[config.mk]
export PLATFORM = sky130hd
export DESIGN_NAME = msi_req_capture
export DESIGN_NICKNAME = d
export VERILOG_FILES = /design/src/rtl/msi_req_capture.sv
export SDC_FILE = /design/constraint.sdc
export NUM_CORES = 1
export LEC_CHECK = 0
export BUFFER_PORTS_ARGS = -buffer_cell sky130_fd_sc_hd__buf_2
export CAP_MARGIN = 20
export CORE_AREA = 2 2 39 41
export DETAILED_ROUTE_END_ITERATION = 6
export DIE_AREA = 0 0 41 43
export PLACE_DENSITY = 0.69
export SLEW_MARGIN = 0
export SYNTH_ARGS = -nofsm -noshare
export SYNTH_HDL_FRONTEND = slang
export SYNTH_SLANG_ARGS = --single-unit
[constraint.sdc]
create_clock -name clk -period 1 [get_ports clk]
set_clock_uncertainty 0.15 [all_clocks]
set_input_delay 0.15 -clock clk [delete_from_list [all_inputs] [get_ports clk]]
set_output_delay 0.15 -clock clk [all_outputs]
set_load 0.05 [all_outputs]
[src/rtl/msi_req_capture.sv]
module msi_req_capture #(
  parameter int VEC_W = 5
) (
  input  logic             clk,
  input  logic             rst,
  input  logic             req_i,
  input  logic [VEC_W-1:0] vec_i,
  input  logic             irq_ready_i,
  output logic             irq_valid_o,
  output logic [VEC_W-1:0] irq_vec_o,
  output logic             grant_o
);

  logic             req_d, req_d2;
  logic [VEC_W-1:0] vec_d;
  logic             busy;
  logic [VEC_W-1:0] vec_hold;
  logic             grant_q;
  logic             rise;

  assign rise        = req_d & ~req_d2;
  assign irq_valid_o = busy;
  assign irq_vec_o   = vec_hold;
  assign grant_o     = grant_q;

  always_ff @(posedge clk) begin
    if (rst) begin
      req_d    <= 1'b0;
      req_d2   <= 1'b0;
      vec_d    <= '0;
      busy     <= 1'b0;
      vec_hold <= '0;
      grant_q  <= 1'b0;
    end else begin
      req_d   <= req_i;
      req_d2  <= req_d;
      vec_d   <= vec_i;
      grant_q <= busy & irq_ready_i;
      if (!busy) begin
        if (rise) begin
          busy     <= 1'b1;
          vec_hold <= vec_d;
        end
      end else if (irq_ready_i) begin
        busy <= 1'b0;
      end
    end
  end

  p_reset_idle_r1: assert property (@(posedge clk)
    rst |=> (!irq_valid_o && !grant_o));

  p_vec_from_delay_r2: assert property (@(posedge clk) disable iff (rst)
    $rose(irq_valid_o) |-> (irq_vec_o == $past(vec_i, 2)));

  p_hold_in_handshake_r4: assert property (@(posedge clk) disable iff (rst)
    (irq_valid_o && !irq_ready_i) |=> (irq_valid_o && $stable(irq_vec_o)));

  p_exit_on_ready_r5: assert property (@(posedge clk) disable iff (rst)
    (irq_valid_o && irq_ready_i) |=> (!irq_valid_o && grant_o));

  p_grant_pulse_r6: assert property (@(posedge clk) disable iff (rst)
    grant_o |=> !grant_o);

  p_grant_cause_r6: assert property (@(posedge clk) disable iff (rst)
    $rose(grant_o) |-> $past(irq_valid_o && irq_ready_i));

endmodule

==> flow_metrics.py <==
metrics = {
    "die": {
        "initial_utilization_pct": 35.0,
        "die_y_um": 43,
        "dieWidth_um": 41,
        "ios": 16,
        "core_area_sq_mm": 0.00138,
        "num_rows": 14,
        "die_area_sq_mm": 0.00176,
    },
    "power": {
        "ir_worst_vdd_uv": 1080,
        "power_w": 0.00115,
        "power.leakage_nw": 0.335,
        "power_density_mw_per_mm2": 1460,
    },
    "clock_tree": {
        "clockRootBuffer": "clkbuf_4",
        "clockBufferDepth": 2,
        "h-tree-depth": 1,
        "path_clk_slew_ns": 0.09,
        "insertion_delay_ns": 0.28,
        "cts_tree": "done",
        "cts_buffers": 3,
        "clock-sinks": 14,
        "postCtsSetupBuffers": 0,
    },
    "final_layout": {
        "nets": 80,
        "diodes": 0,
        "stdcell_area_sq_um": 788,
        "drive_gt1_share_pct": 42.9,
        "fillers": 130,
        "syn2layout_area_growth_pct": 62.8,
    },
    "setup_path": {
        "worstRegToRegCells": 3,
        "setup.worst_path.start_class": "flip-flop",
        "arrival_ns": 0.89,
        "end_kind": "primary output",
        "required_ns": 0.70,
        "cp_max_fo": 3,
        "worst-setup-path-type": "reg -> out",
    },
    "yosys": {
        "synth_cell_types": 9,
        "ys_seq_area_share_pct": 57.9,
        "synth_area_leader_cell": "dfxtp_1",
        "synth_area_per_cell_sq_um": 11.5,
        "synth-main-ff-cell": "dfxtp_1",
        "syn_area_sq_um": 484,
        "synthTopCellsByArea": "dfxtp_1 58%, nand2b_1 13%, mux2i_1 10%, nor2b_1 10%, nor3b_4 3.9%",
        "synth_top_cell_area_share_pct": 57.9,
        "syn_nets": 51,
        "synth_common_cells": "14 x dfxtp_1, 10 x nand2b_1, 8 x nor2b_1, 5 x mux2i_1",
        "synth_edf_count": 0,
        "ys_warn_count": 0,
        "syn-instance-count": 42,
        "ys_ff_latch": 14,
        "synthArstFlopShare_pct": 0,
        "synth.most_common_cell": "dfxtp_1",
    },
    "timing": {
        "rsz0062_at_grt": "true",
        "hold_viol_final": 0,
        "fmax_mhz": 844,
        "setup_viol": 13,
        "min_period_over_period_pct": 119,
        "drv_slew": 0,
        "fin_crit_ns": 1.19,
        "slew-limit-headroom_pct": 83.0,
        "final.setup.worst_slack_ns": -0.185,
        "tightestPinTransition_ns": 0.255,
    },
    "placed_design": {
        "numPortBuffers": 15,
        "place_area_sq_um": 601,
        "dp_slack_ns": -0.0964,
        "place.gp.congestion": 0.610,
    },
    "routing": {
        "routed_wl_um": 838,
        "drt_iter0_markers": 0,
        "routed_wire_length_per_instance_um": 9.74,
        "drcViolationCount": 0,
        "num_vias": 369,
        "avgViaCountPerCell": 4.29,
        "drt_first_pass_iters": 1,
        "ant_nets": 0,
    },
    "job": {
        "drv_cap": 0,
    },
    "global_routing": {
        "grt_pass1_wl_um": 1350,
        "grt_overflow": 0,
        "antenna_found_initial": 0,
        "grt_pass1_vias": 356,
        "grt_usage_pct": 12.0,
        "grt_max_degree": 20,
    },
    "min_path": {
        "whs_path_depth": 2,
        "hp-class": "in -> reg",
    },
    "run_status": {
        "status": "finished, violations left",
        "violations": "setup timing",
    },
}
==> placed cells by master (no fill, tap or decap), types with 3 or more instances in the layout <==
master and n:
dlygate4sd3_1 7, dfxtp_1 7, buf_8 6, buf_6 3
nand2b_1 10, mux2i_1 5, nor2b_1 8, dfxtp_2 6
buf_2 8, clkbuf_4 3
==> layout make-up <==
cell class,count,area (sq um),share of cell area [%]
repair buffers,25,241,30.6
well taps,16,20.0,2.54
multi-input cells,27,199,25.2
clock buffers,4,36.3,4.60
flip-flops and latches,14,292,37.0
==> per-layer routing <==
metal  vias up  global-route usage (%)  wire length (um)
li1        188                       -                 -
met3         5                    7.85                67
met2        14                    17.8               409
met1       162                    12.4               340
met4         0                    6.00                21
met5         -                       0                 0
==> through the flow <==
step / hold slack [ns] / std cells / TNS, ns / utilization [%]
6_report: 0.0591 / 86 / -1.02 / 57.0
5_1_grt: 0.0880 / 86 / -1.67 / 57.0
4_1_cts: 0.0569 / 86 / -1.08 / 56.1
3_5_place_dp: 0.215 / 75 / -0.351 / 43.4
3_3_place_gp: 0.210 / 75 / -0.226 / 43.4
2_1_floorplan: 0.114 / 42 / -0.886 / -
==> flip-flops by register name, indices dropped and copies added (netlist names) <==
signal,cells
grant_o,1
irq_valid_o,1
irq_vec_o,5
req_d,1
req_d2,1
vec_d,5
==> critical path: stages (launching register included) <==
cell     delay (ns)
dfxtp_4        0.36
buf_6          0.12
buf_8          0.14
==> power breakdown <==
group	switching [W]	internal, W	total [W]	leakage (nW)
combinational	0.0000677	0.0000910	0.000159	0.196
sequential	0.0000125	0.000581	0.000594	0.119
clock	0.000179	0.000221	0.000400	0.0210
==> logic make-up after synthesis <==
group | after synthesis | synth area share (%)
buffers and inverters | 1 | 1.03
muxes | 5 | 10.3
and+or+nand+nor | 21 | 28.7
DFF | 14 | 57.9
AOI/OAI and AO/OA | 1 | 2.07
==> final timing paths <==
check	startpoint	endpoint	slack, ns
min reg2reg	vec_d[4]$_SDFF_PP0_	irq_vec_o[4]$_SDFFE_PP0P_	0.30
min	rst	req_d2$_SDFF_PP0_	0.06
max reg2reg	req_d2$_SDFF_PP0_	irq_vec_o[1]$_SDFFE_PP0P_	-0.11
max	irq_valid_o$_SDFF_PP0_	irq_valid_o	-0.19
==> repair_timing <==
| item | CTS | global route |
|---|---|---|
| hold endpoints to repair | 7 | 0 |
| hold buffers | 7 | 0 |
| gates resized for setup | 25 | 3 |
| setup endpoints to repair | 13 | 13 |
| pin swaps | 1 | 0 |
| gates cloned | 0 | 0 |
Note: power is estimated with default switching activity, not from simulation.
